`src/rtl/cpr_pkg.sv`:
```
package cpr_pkg;

    localparam int SLICE_W = 16;
    localparam int TILER_W = 4;
    localparam int USER_W  = 6;

    typedef logic [SLICE_W-1:0] slice_mask_t;
    typedef logic [TILER_W-1:0] tiler_mask_t;
    typedef logic [USER_W-1:0]  user_cnt_t;

    // Demand bundle carried from the resolve logic to the output register
    typedef struct packed {
        slice_mask_t l2;
        slice_mask_t l3;
        tiler_mask_t tiler;
    } cpr_demand_t;

    // Slice 0 of the L2 anchors the job path: lit whenever any slice is lit
    function automatic slice_mask_t anchor_slice0(slice_mask_t m);
        slice_mask_t r;
        r = m;
        if (m != '0) begin
            r[0] = 1'b1;
        end
        return r;
    endfunction

    // Consumers for the L2 level: powered cores, wanted cores, held slices
    function automatic slice_mask_t l2_consumers(slice_mask_t ready,
                                                 slice_mask_t want,
                                                 slice_mask_t l2_pres,
                                                 user_cnt_t   users);
        slice_mask_t r;
        r = ready | want;
        if (users != '0) begin
            r = r | l2_pres;
        end
        return r;
    endfunction

endpackage

```
`src/rtl/cpr_slice_resolver.sv`:
```
module cpr_slice_resolver
    import cpr_pkg::*;
#(
    parameter int W = SLICE_W
) (
    input  logic [W-1:0] present,
    input  logic [W-1:0] consumer,
    output logic [W-1:0] claimed
);

    // For each slice i, the window runs from i upward until the next
    // present slice; the slice is claimed if a consumer lies in it.
    for (genvar i = 0; i < W; i++) begin : g_slice
        logic [W-1:0] window;

        always_comb begin
            logic open;
            open   = 1'b1;
            window = '0;
            for (int j = i; j < W; j++) begin
                if (j > i && present[j]) begin
                    open = 1'b0;
                end
                window[j] = open;
            end
        end

        assign claimed[i] = present[i] & (|(window & consumer));
    end

endmodule

```
`src/rtl/cpr_l2_stage.sv`:
```
module cpr_l2_stage
    import cpr_pkg::*;
(
    input  slice_mask_t l2_present,
    input  tiler_mask_t tiler_present,
    input  slice_mask_t shader_ready,
    input  slice_mask_t shader_want,
    input  user_cnt_t   l2_users,
    output slice_mask_t l2_demand,
    output tiler_mask_t tiler_demand
);

    slice_mask_t consumers;
    slice_mask_t raw_claim;

    assign consumers = l2_consumers(shader_ready, shader_want, l2_present, l2_users);

    cpr_slice_resolver #(.W(SLICE_W)) u_l2_res (
        .present  (l2_present),
        .consumer (consumers),
        .claimed  (raw_claim)
    );

    always_comb begin
        l2_demand    = anchor_slice0(raw_claim);
        tiler_demand = (raw_claim != '0) ? tiler_present : '0;
    end

endmodule

```
`src/rtl/cpr_l3_stage.sv`:
```
module cpr_l3_stage
    import cpr_pkg::*;
(
    input  slice_mask_t l3_present,
    input  slice_mask_t l2_demand,
    output slice_mask_t l3_demand
);

    cpr_slice_resolver #(.W(SLICE_W)) u_l3_res (
        .present  (l3_present),
        .consumer (l2_demand),
        .claimed  (l3_demand)
    );

endmodule

```
`src/rtl/cpr_power_resolver.sv`:
```
module cpr_power_resolver
    import cpr_pkg::*;
(
    input  logic                clk,
    input  logic                rst,
    input  logic [SLICE_W-1:0]  l2_present,
    input  logic [SLICE_W-1:0]  l3_present,
    input  logic [TILER_W-1:0]  tiler_present,
    input  logic [SLICE_W-1:0]  shader_ready,
    input  logic [SLICE_W-1:0]  shader_want,
    input  logic [USER_W-1:0]   l2_users,
    output logic [SLICE_W-1:0]  l2_need,
    output logic [SLICE_W-1:0]  l3_need,
    output logic [TILER_W-1:0]  tiler_need
);

    cpr_demand_t next_d;
    cpr_demand_t cur_d;

    cpr_l2_stage u_l2 (
        .l2_present    (l2_present),
        .tiler_present (tiler_present),
        .shader_ready  (shader_ready),
        .shader_want   (shader_want),
        .l2_users      (l2_users),
        .l2_demand     (next_d.l2),
        .tiler_demand  (next_d.tiler)
    );

    cpr_l3_stage u_l3 (
        .l3_present (l3_present),
        .l2_demand  (next_d.l2),
        .l3_demand  (next_d.l3)
    );

    always_ff @(posedge clk) begin
        if (rst) begin
            cur_d <= '0;
        end else begin
            cur_d <= next_d;
        end
    end

    assign l2_need    = cur_d.l2;
    assign l3_need    = cur_d.l3;
    assign tiler_need = cur_d.tiler;

endmodule

```
`config.mk`:
```
export PLATFORM = sky130hd
export DESIGN_NAME = cpr_power_resolver
export DESIGN_NICKNAME = d
export VERILOG_FILES = /design/src/rtl/cpr_pkg.sv /design/src/rtl/cpr_slice_resolver.sv /design/src/rtl/cpr_l2_stage.sv /design/src/rtl/cpr_l3_stage.sv /design/src/rtl/cpr_power_resolver.sv
export SDC_FILE = /design/constraint.sdc
export NUM_CORES = 1
export LEC_CHECK = 0
export CAP_MARGIN = 20
export CORE_ASPECT_RATIO = 1.1
export CORE_MARGIN = 2
export CORE_UTILIZATION = 40
export DETAILED_ROUTE_END_ITERATION = 6
export HOLD_SLACK_MARGIN = 0.15
export MAX_ROUTING_LAYER = met4
export PLACE_DENSITY = 0.86
export SLEW_MARGIN = 20
export SYNTH_ARGS = -nofsm -noshare
export SYNTH_HDL_FRONTEND = slang
export SYNTH_HIERARCHICAL = 1
export SYNTH_SLANG_ARGS = --single-unit
```
`constraint.sdc`:
```
create_clock -name clk -period 5.8 [get_ports clk]
set_input_delay 1.74 -clock clk [delete_from_list [all_inputs] [get_ports clk]]
set_output_delay 1.74 -clock clk [all_outputs]
set_load 0.02 [all_outputs]
```
==> results.py, run 1 <==
metrics = {
    "yosys": {
        "synth_top_area_share_pct": 33.20,
        "ys_top_cells_by_area": "dfxtp_1, nor2b_1, a21oi_1, nor2_1, a211o_1",
        "netlist_area_sq_um": 2171,
        "yosys_warnings": 6,
        "ys_async_sr_fraction_pct": 0,
        "ys_types": 37,
        "ys.flop_type": "dfxtp_1",
        "synth_edf_count": 0,
        "syn_inst": 272,
        "synth-seq-cells": 36,
        "syn_nets": 348,
        "synth.largest_area_cell": "dfxtp_1",
        "synth-seq-area-share_pct": 33.20,
        "syn_avg_cell_area_sq_um": 7.981,
    },
    "global_routing": {
        "grt_max_degree": 37,
        "grt.met1_usage_pct": 23.59,
        "grt_pass1_wl_mm": 9.839,
        "use_met2_pct": 36.61,
        "overflow": 0,
        "grt_usage_pct": 21.04,
        "gr-usage-met3_pct": 3.846,
        "grt_pass1_vias": 2300,
        "busiest_layer": "met2",
        "antenna_found_initial": 0,
    },
    "floorplanning": {
        "core_area_sq_um": 5325,
        "ioPinCount": 112,
        "die_h_um": 81.27,
        "die_w_um": 74.24,
        "placementRows": 28,
        "initial_core_util_pct": 40.77,
        "dieArea_sq_um": 6033,
    },
    "cts": {
        "h-tree-depth": 2,
        "cts-buffers-inserted": 5,
        "cts_resized": 0,
        "cts_tree": "yes",
        "cts_hold_buf": 0,
        "cts.sinks": 36,
        "postCtsSetupRepairBufs": 0,
        "clk_pin_slew_ns": 0.07,
        "cts_root_buf": "clkbuf_8",
        "cts_buffer_depth": 2,
    },
    "timing": {
        "fin_hold_ws_ns": 2.144,
        "fmax_mhz": 190.8,
        "setup_viol": 0,
        "fin_crit_sh_pct": 90.39,
        "finalMaxSlewViolations": 0,
        "fin_crit_ns": 5.242,
        "rsz0062_at_grt": "no",
        "hold_violations": 0,
        "worst_slack_ns": 0.5577,
        "slew_headroom_pct": 49.25,
        "worst_pin_slew_ns": 0.7548,
        "fin_tns_setup_ns": 0,
    },
    "worst_setup_path": {
        "cp_max_fo": 16,
        "worstSetupEndpointType": "flip-flop",
        "cp-start-kind": "input port",
        "cp.arrival_ns": 5.41,
        "critPathKind": "in2reg",
        "crit_required_ns": 5.96,
    },
    "routing": {
        "viasPerCell": 5.300,
        "drc_errors": 0,
        "ant_nets": 0,
        "dr.pass1.iters": 4,
        "drt_wl_total_mm": 6.135,
        "drt_iter0_markers": 133,
        "vias": 2459,
        "wl_per_cell_um": 13.22,
    },
    "min_path": {
        "holdCritPathClass": "in2reg",
    },
    "placement": {
        "gp_congestion": 0.9065,
        "dp_cells": 456,
        "placed_area_sq_um": 3346,
        "pre_cts_ws_ns": 0.3319,
        "io_buffers": 111,
        "dpl.hpwl_mm": 4.860,
    },
    "cells_and_area": {
        "fin_util_pct": 64.47,
        "nets": 464,
        "syn2layout_area_growth_pct": 58.16,
        "instances_no_fill": 464,
        "final_area_sq_um": 3433,
        "diodes": 0,
        "drive_above_1_share_pct": 9.254,
    },
    "power": {
        "p_per_area_nw_per_um2": 182.0,
        "fin_total_pwr_uw": 624.8,
        "p_leak_nw": 1.300,
        "vdd_drop_max_mv": 0.08173,
    },
    "job": {
        "cap_viol_max_count": 0,
    },
    "outcome": {
        "status": "finished, final reports clean",
    },
}
==> Yosys cell counts, drive strengths merged, types with 4 or more instances <==
| library cell | n |
|---|---|
| o211ai | 4 |
| inv | 22 |
| buf | 4 |
| o21ai | 14 |
| o31ai | 4 |
| nand3 | 6 |
| a221oi | 4 |
| and2 | 8 |
| a211o | 16 |
| nor2 | 27 |
| dfxtp | 36 |
| a21oi | 24 |
| nor2b | 40 |
| nor3 | 6 |
| a211oi | 4 |
| nand2 | 13 |
| nor4 | 9 |
| and2b | 6 |
==> critical path, stage by stage <==
cell	delay, ns
clkdlybuf4s50_1	0.41
nor4_2	0.29
nand2_2	0.24
a211o_1	0.42
a21oi_1	0.30
o311ai_0	0.16
a211oi_1	0.44
a21oi_1	0.25
nor4_1	0.35
nand4_1	0.30
o21ai_0	0.26
o211ai_1	0.10
nor2b_1	0.14
==> layer usage <==
layer  routed length [um]  up-vias  part of all wire (%)
li1                     -     1206                     -
met1                 2525     1107                    41
met2                 3019      130                    49
met3                  443       16                   7.2
met4                  146        0                   2.4
met5                    0        -                     0
==> layout by cell type, fill, tap and decap left out, drive strengths merged, types with 3 or more instances in the layout <==
| cell | synthesis | routed |
|---|---|---|
| and2 | 8 | 8 |
| a221oi | 4 | 4 |
| a211oi | 4 | 4 |
| and2b | 6 | 6 |
| dfxtp | 36 | 36 |
| o31ai | 4 | 4 |
| nor3 | 6 | 6 |
| nor4 | 9 | 9 |
| nand3 | 6 | 6 |
| clkdlybuf4s50 | 0 | 111 |
| nor2b | 40 | 40 |
| o21ai | 14 | 14 |
| clkbuf | 0 | 5 |
| a21oi | 24 | 24 |
| inv | 22 | 22 |
| o211ai | 4 | 4 |
| a211o | 16 | 16 |
| clkinv | 0 | 3 |
| nor2 | 27 | 27 |
| nand2 | 13 | 13 |
==> state kept, by name, indices dropped and copies added (netlist names) <==
name and cells:
tiler_need 4, l3_need 16, l2_need 16
==> area by class of cell <==
| cell class | count | area (sq um) |
|---|---|---|
| tap | 75 | 93.84 |
| clock buffer | 5 | 68.82 |
| clock inverter | 3 | 18.77 |
| timing repair buffer | 113 | 1126 |
| inverter | 22 | 82.58 |
| sequential | 36 | 720.7 |
| fill | 474 | 1892 |
| multi-input combinational | 210 | 1323 |
==> power by group <==
group          internal (mW)  switching, mW  leakage (nW)  total, mW
Combinational          0.101         0.0853         0.953      0.187
Clock                 0.0836         0.0893        0.0479      0.173
Sequential             0.262        0.00374         0.299      0.265
Total                  0.446          0.178          1.30      0.625
==> path summary, 6_finish.rpt <==
check  slack [ns]             to             start  cells past startpoint
max          0.56     l3_need[0]       l2_users[5]                     13
min          2.14  tiler_need[2]  tiler_present[2]                      3
==> cell families after synthesis <==
logic type | Yosys count | synth area share, %
DFF | 36 | 33.20
AOI/OAI and AO/OA | 82 | 26.97
and+or+nand+nor | 128 | 33.95
buffers and inverters | 26 | 5.879
No activity file was read; power rests on OpenSTA's default activity.
==> run 2, diff against run 1 <==
--- a/config.mk
+++ b/config.mk
@@ -10,9 +10,8 @@
 export CORE_MARGIN = 2
 export CORE_UTILIZATION = 40
 export DETAILED_ROUTE_END_ITERATION = 6
-export HOLD_SLACK_MARGIN = 0.15
 export MAX_ROUTING_LAYER = met4
-export PLACE_DENSITY = 0.86
+export PLACE_DENSITY = 0.82
 export SLEW_MARGIN = 20
 export SYNTH_ARGS = -nofsm -noshare
 export SYNTH_HDL_FRONTEND = slang
==> run 2 against run 1 <==
The run now fails in detailed routing (5_2_route). Global-route usage up 0.13 points. Synthesized cell count unchanged. Synthesized area unchanged.
==> results.py, run 2 <==
metrics = {
    "outcome": {
        "failed_stage": "detailed routing (5_2_route)",
        "status": "did not finish",
        "tool.error": "[ERROR DRT-0255] Maze Route cannot find path of net clk in worker of routeBox ( 48300 0 ) ( 74240 48300 ).",
    },
    "yosys": {
        "synth_edf_count": 0,
        "muxShareOfSynthArea_pct": 0,
        "ys_async_sr_fraction_pct": 0,
        "syn_avg_cell_area_sq_um": 7.981,
        "synthSimpleGateAreaFrac_pct": 33.95,
        "synth_top_area_share_pct": 33.20,
        "syn_inst": 272,
        "yosys_warnings": 6,
        "yosysMostFrequentCell": "nor2b_1",
        "ys_types": 37,
        "ys.flop_type": "dfxtp_1",
        "synth-compound-area-share_pct": 26.97,
        "synth.largest_area_cell": "dfxtp_1",
        "netlist_area_sq_um": 2171,
        "ys_top_cells_by_count": "nor2b_1, dfxtp_1, nor2_1, a21oi_1, inv_1",
        "synth-seq-area-share_pct": 33.20,
        "synth_top_family_by_area": "simple AND/OR/NAND/NOR gates",
        "synth-adder-area-share_pct": 0,
        "synth_xor_area_share_pct": 0,
        "synth-seq-cells": 36,
        "syn_nets": 348,
        "ys_top_cells_by_area": "dfxtp_1, nor2b_1, a21oi_1, nor2_1, a211o_1",
    },
    "cts": {
        "cts.sinks": 36,
        "cts_root_buf": "clkbuf_8",
        "postCtsSetupRepairBufs": 0,
        "cts-buffers-inserted": 5,
        "cts_hold_buf": 0,
        "cts_buffer_depth": 2,
        "cts_resized": 0,
        "h-tree-depth": 2,
    },
    "global_routing": {
        "grt_pass1_wl_mm": 9.873,
        "grt_usage_pct": 21.17,
        "grt_pass1_vias": 2245,
        "overflow": 0,
        "grt_max_degree": 37,
        "antenna_found_initial": 0,
    },
    "floorplanning": {
        "initial_core_util_pct": 40.77,
        "die_w_um": 74.24,
        "placementRows": 28,
        "die_h_um": 81.27,
        "ioPinCount": 112,
    },
    "placement": {
        "io_buffers": 111,
        "dpl.hpwl_mm": 4.915,
        "gp_congestion": 0.9758,
        "placed_area_sq_um": 3346,
        "dp_cells": 456,
    },
}
run 2: kinds of logic after synthesis:
logic type / after synthesis
AOI/OAI and AO/OA: 82
buffers and inverters: 26
DFF: 36
and+or+nand+nor: 128
run 2: layer usage:
layer	global-route usage (%)
met1	25.34
met2	35.80
met3	3.350
met4	7.679
met5	-
run 2: stage by stage:
stage | utilization [%] | setup WS (ns)
2_1_floorplan | - | 1.212
3_5_place_dp | 62.83 | 0.4513
4_1_cts | 64.47 | 0.7547
5_1_grt | 64.47 | 0.3860
3_3_place_gp | 62.83 | 0.5375
==> run 3, diff against run 2 <==
--- a/config.mk
+++ b/config.mk
@@ -6,12 +6,10 @@
 export NUM_CORES = 1
 export LEC_CHECK = 0
 export CAP_MARGIN = 20
-export CORE_ASPECT_RATIO = 1.1
 export CORE_MARGIN = 2
 export CORE_UTILIZATION = 40
 export DETAILED_ROUTE_END_ITERATION = 6
-export MAX_ROUTING_LAYER = met4
-export PLACE_DENSITY = 0.82
+export PLACE_DENSITY_LB_ADDON = 0.15
 export SLEW_MARGIN = 20
 export SYNTH_ARGS = -nofsm -noshare
 export SYNTH_HDL_FRONTEND = slang
==> run 3 against run 2 <==
The run now ends clean. Global-route usage is 0.43 points lower.
==> results.py, run 3 (synthesis results as in run 1) <==
metrics = {
    "cells_and_area": {
        "nets": 463,
        "syn2layout_area_growth_pct": 57.52,
        "nFillCells": 464,
        "layout_common_cells": "clkdlybuf4s50_1, nor2b_1, dfxtp_1",
        "multiInputGateArea_sq_um": 1323,
        "drive_above_1_share_pct": 9.021,
        "final_common_cell": "clkdlybuf4s50_1",
        "regArea_sq_um": 720.7,
        "diodes": 0,
    },
    "timing": {
        "hold_violations": 0,
        "worst_pin_slew_ns": 0.7548,
        "fin_tns_setup_ns": 0,
        "worst_slack_ns": 0.6668,
        "fin_crit_sh_pct": 88.50,
        "fin_crit_ns": 5.133,
        "rsz0062_at_grt": "no",
        "fmax_mhz": 194.8,
        "finalMaxSlewViolations": 0,
        "slew_headroom_pct": 49.25,
        "setup_viol": 0,
    },
    "power": {
        "p_leak_nw": 1.295,
        "vdd_drop_max_mv": 0.09161,
        "p_per_area_nw_per_um2": 182.4,
    },
    "min_path": {
        "holdCritPathClass": "in2reg",
        "holdPathStages": 3,
    },
    "worst_setup_path": {
        "worstSetupEndpointType": "flip-flop",
        "cp.arrival_ns": 5.30,
        "cp_max_fo": 16,
        "cp-start-kind": "input port",
        "critPathKind": "in2reg",
        "crit_required_ns": 5.97,
    },
    "cts": {
        "h-tree-depth": 2,
        "cts_resized": 0,
        "cts_tree": "yes",
        "postCtsSetupRepairBufs": 0,
        "cts_hold_buf": 0,
        "cts-buffers-inserted": 5,
        "cts.sinks": 36,
        "cts_root_buf": "clkbuf_8",
        "cts_buffer_depth": 2,
        "clk_pin_slew_ns": 0.07,
    },
    "routing": {
        "wl_per_cell_um": 13.25,
        "drt_iter0_markers": 128,
        "dr.pass1.iters": 4,
        "vias": 2407,
        "drc_errors": 0,
        "viasPerCell": 5.255,
        "drt_wl_total_mm": 6.069,
        "ant_nets": 0,
    },
    "global_routing": {
        "grt_pass1_vias": 2345,
        "grt_pass1_wl_mm": 10.30,
        "grt_usage_pct": 20.74,
        "overflow": 0,
        "grt_max_degree": 37,
        "antenna_found_initial": 0,
    },
    "floorplanning": {
        "die_w_um": 77.67,
        "dieArea_sq_um": 6033,
        "initial_core_util_pct": 41.97,
        "die_h_um": 77.67,
        "core_area_sq_um": 5172,
        "ioPinCount": 112,
        "placementRows": 26,
    },
    "placement": {
        "dpl.hpwl_mm": 4.900,
        "io_buffers": 111,
        "pre_cts_ws_ns": 0.4018,
        "gp_congestion": 0.9517,
    },
    "outcome": {
        "status": "finished, final reports clean",
    },
    "job": {
        "cap_viol_max_count": 0,
    },
}
==> run 3: path summary, 6_finish.rpt <==
check	end	startpoint	slack, ns
worst min-delay path	tiler_need[2]	tiler_present[2]	2.16
worst max-delay path	l3_need[0]	l2_users[5]	0.67
==> run 3: layout make-up <==
type / count / area share (%)
multi-input cells: 210 / 38.68
clock inverters: 3 / 0.5488
flip-flops and latches: 36 / 21.08
well taps: 70 / 2.561
clock buffers: 5 / 2.012
inverters: 22 / 2.415
repair buffers: 112 / 32.71
==> run 3: critical path: stages <==
cell and delay [ns]:
clkdlybuf4s50_1 0.42, nor4_2 0.30, nand2_2 0.24, a211o_1 0.42, a21oi_1 0.31, o311ai_0 0.17, a211oi_1 0.39, a21oi_1 0.23
nor4_1 0.34, nand4_1 0.27, o21ai_0 0.23, o211ai_1 0.10, nor2b_1 0.14
==> run 3: power breakdown <==
part	total, mW	switching (mW)	internal [mW]
combinational	0.185	0.0841	0.101
sequential	0.265	0.00351	0.261
clock	0.174	0.0903	0.0836
==> run 3: routing by layer <==
layer	global-route usage [%]	up-vias	wire, um	share of wire [%]
met1	24.96	1094	2626	43
met3	3.372	7	367	6.0
li1	-	1205	-	-
met5	0	-	0	0
met2	37.59	101	3009	50
met4	6.071	0	65	1.1
==> run 3: per-stage QoR <==
stage / std cells / hold slack, ns / total power, mW / util (%) / instance area, sq um
finish: 458 / 2.155 / 0.6236 / 66.11 / 3420
floorplan: 272 / 1.931 / 0.3555 / - / 2171
global placement: 450 / 2.439 / 0.4521 / 64.42 / 3332
CTS: 458 / 2.150 / 0.6290 / 66.11 / 3420
detailed placement: 450 / 2.446 / 0.4550 / 64.42 / 3332
global route: 458 / 2.169 / 0.6580 / 66.11 / 3420
==> run 4, diff against run 3 <==
--- a/config.mk
+++ b/config.mk
@@ -5,7 +5,7 @@
 export SDC_FILE = /design/constraint.sdc
 export NUM_CORES = 1
 export LEC_CHECK = 0
-export CAP_MARGIN = 20
+export CAP_MARGIN = 10
 export CORE_MARGIN = 2
 export CORE_UTILIZATION = 40
 export DETAILED_ROUTE_END_ITERATION = 6
==> constraint.sdc (replaced) <==
create_clock -name clk -period 4.8 [get_ports clk]
set_input_delay 1.44 -clock clk [delete_from_list [all_inputs] [get_ports clk]]
set_output_delay 1.44 -clock clk [all_outputs]
set_load 0.02 [all_outputs]
==> run 4 against run 3 <==
Clock-buffer cell count did not move. Total power increased by 31%. First-iteration DRC count shrank 22%. Worst hold slack got worse by 0.31 ns. Cell count up 3.7%. Sequential cell count stayed put. Non-clock buffer count increased by 17. Largest power group unchanged. Global-route usage increased by 0.29 points. Combinational power is 28% higher. Critical endpoint is now l3_need[2].
==> results.py, run 4 (synthesis results as in run 1) <==
metrics = {
    "worst_setup_path": {
        "worstSetupEndpointType": "flip-flop",
        "path_cells": "clkdlybuf4s50_1, nor4_2, nand2_2, buf_4, a211o_1, a21oi_1, o31ai_1, nor3_2, a2111oi_2, a21oi_1, o311ai_0, a211oi_2, a21oi_1, nor2b_1",
        "cpMostUsedCell": "a21oi_1",
        "slowest_delay_ns": 0.60,
        "cp.arrival_ns": 4.77,
        "cp_max_fo": 11,
        "critPathKind": "in2reg",
        "cp-start-kind": "input port",
        "crit_required_ns": 5.02,
        "slowest_stage": "o31ai_1",
        "cp-startpoint": "l2_users[4]",
    },
    "cts": {
        "postCtsSetupRepairBufs": 0,
        "cts-buffers-inserted": 5,
        "cts_buffer_depth": 2,
        "cts_hold_buf": 0,
        "cts_tree": "yes",
        "h-tree-depth": 2,
        "clk_pin_slew_ns": 0.07,
        "cts.sinks": 36,
        "cts_root_buf": "clkbuf_8",
        "cts_resized": 0,
    },
    "timing": {
        "rsz0062_at_grt": "no",
        "setup_viol": 0,
        "finalMaxSlewViolations": 0,
        "worst_pin_slew_ns": 0.7253,
        "fin_tns_setup_ns": 0,
        "fmax_mhz": 219.8,
        "hold_violations": 0,
        "fin_crit_ns": 4.549,
        "fin_crit_sh_pct": 94.77,
        "slew_headroom_pct": 51.23,
        "fin_hold_ws_ns": 1.847,
    },
    "routing": {
        "wl_per_cell_um": 13.41,
        "vias": 2454,
        "viasPerCell": 5.166,
        "dr.pass1.iters": 4,
        "drt_iter0_markers": 100,
        "drc_errors": 0,
        "ant_nets": 0,
        "drt_wl_total_mm": 6.368,
    },
    "cells_and_area": {
        "nets": 480,
        "drive_above_1_share_pct": 13.33,
        "nFillCells": 432,
        "final_common_cell": "clkdlybuf4s50_1",
        "layout_common_cells": "clkdlybuf4s50_1, nor2b_1, dfxtp_1",
        "diodes": 0,
        "syn2layout_area_growth_pct": 64.96,
    },
    "placement": {
        "io_buffers": 111,
        "gp_congestion": 0.8910,
        "dpl.hpwl_mm": 5.179,
    },
    "min_path": {
        "hp-start": "tiler_present[2]",
        "holdPathStages": 3,
        "hold_path_end": "tiler_need[2]",
        "holdCritPathClass": "in2reg",
    },
    "job": {
        "cap_viol_max_count": 0,
    },
    "power": {
        "vdd_drop_max_mv": 0.1350,
        "p_per_area_nw_per_um2": 228.0,
        "p_leak_nw": 1.381,
    },
    "floorplanning": {
        "dieArea_sq_um": 6033,
        "ioPinCount": 112,
        "placementRows": 26,
        "die_h_um": 77.67,
        "core_area_sq_um": 5172,
        "initial_core_util_pct": 41.97,
        "die_w_um": 77.67,
    },
    "global_routing": {
        "grt_usage_pct": 21.02,
        "grt_pass1_vias": 2377,
        "overflow": 0,
        "grt_pass1_wl_mm": 10.45,
        "grt_max_degree": 23,
        "antenna_found_initial": 0,
    },
    "outcome": {
        "status": "finished, final reports clean",
    },
}
-- run 4: cell count changes in the layout (fill, tap and decap cells not counted), sizes merged --
| cell | before | now |
|---|---|---|
| clkinv | 3 | 1 |
| buf | 1 | 18 |
| bufinv | 0 | 1 |
| clkinvlp | 0 | 1 |
-- run 4: metal layers --
metal | track usage, % | routed length, um | vias up
met1 | 25.45 | 2761 | 1116
li1 | - | - | 1236
met4 | 7.857 | 110 | 0
met2 | 37.41 | 3178 | 92
met3 | 3.023 | 318 | 10
met5 | 0 | 0 | -
-- run 4: worst max-delay path: cells and delay by family --
family	cells	cell delay, ns
AOI/OAI and AO/OA	8	2.23
buffers and inverters	2	0.62
and+or+nand+nor	4	0.46
-- run 4: worst max path at each step --
stage	to	slack, ns	depth (start not counted)
2_1_floorplan	l3_need[0]	0.51	14
3_3_place_gp	l3_need[0]	-0.11	15
3_5_place_dp	l3_need[0]	-0.11	15
4_1_cts	l3_need[0]	0.19	15
5_1_grt	l3_need[1]	0.004	14
6_report	l3_need[2]	0.25	14
-- run 4: cell type report --
cell class	count	area, sq um	share of cell area (%)
Clock buffer	5	68.82	1.922
Clock inverter	3	42.54	1.188
Inverter	22	82.58	2.306
Sequential cell	36	720.7	20.13
Timing Repair Buffer	129	1246	34.80
Tap cell	70	87.58	2.446
Multi-Input combinational cell	210	1333	37.21
-- run 4: power breakdown --
group / internal (mW) / total, mW / switching (mW)
clock: 0.154 / 0.260 / 0.107
sequential: 0.316 / 0.321 / 0.00449
combinational: 0.130 / 0.236 / 0.106
-- run 4: stage by stage --
stage / cells / instance area (sq um) / utilization, % / power, mW / worst slack, ns
after floorplan: 272 / 2171 / - / 0.4296 / 0.5117
after global placement: 467 / 3460 / 66.88 / 0.5589 / -0.1112
after detailed placement: 467 / 3460 / 66.88 / 0.5604 / -0.1124
after CTS: 475 / 3571 / 69.04 / 0.8202 / 0.1866
after global routing: 475 / 3581 / 69.23 / 0.8603 / 0.003535
final: 475 / 3581 / 69.23 / 0.8163 / 0.2512
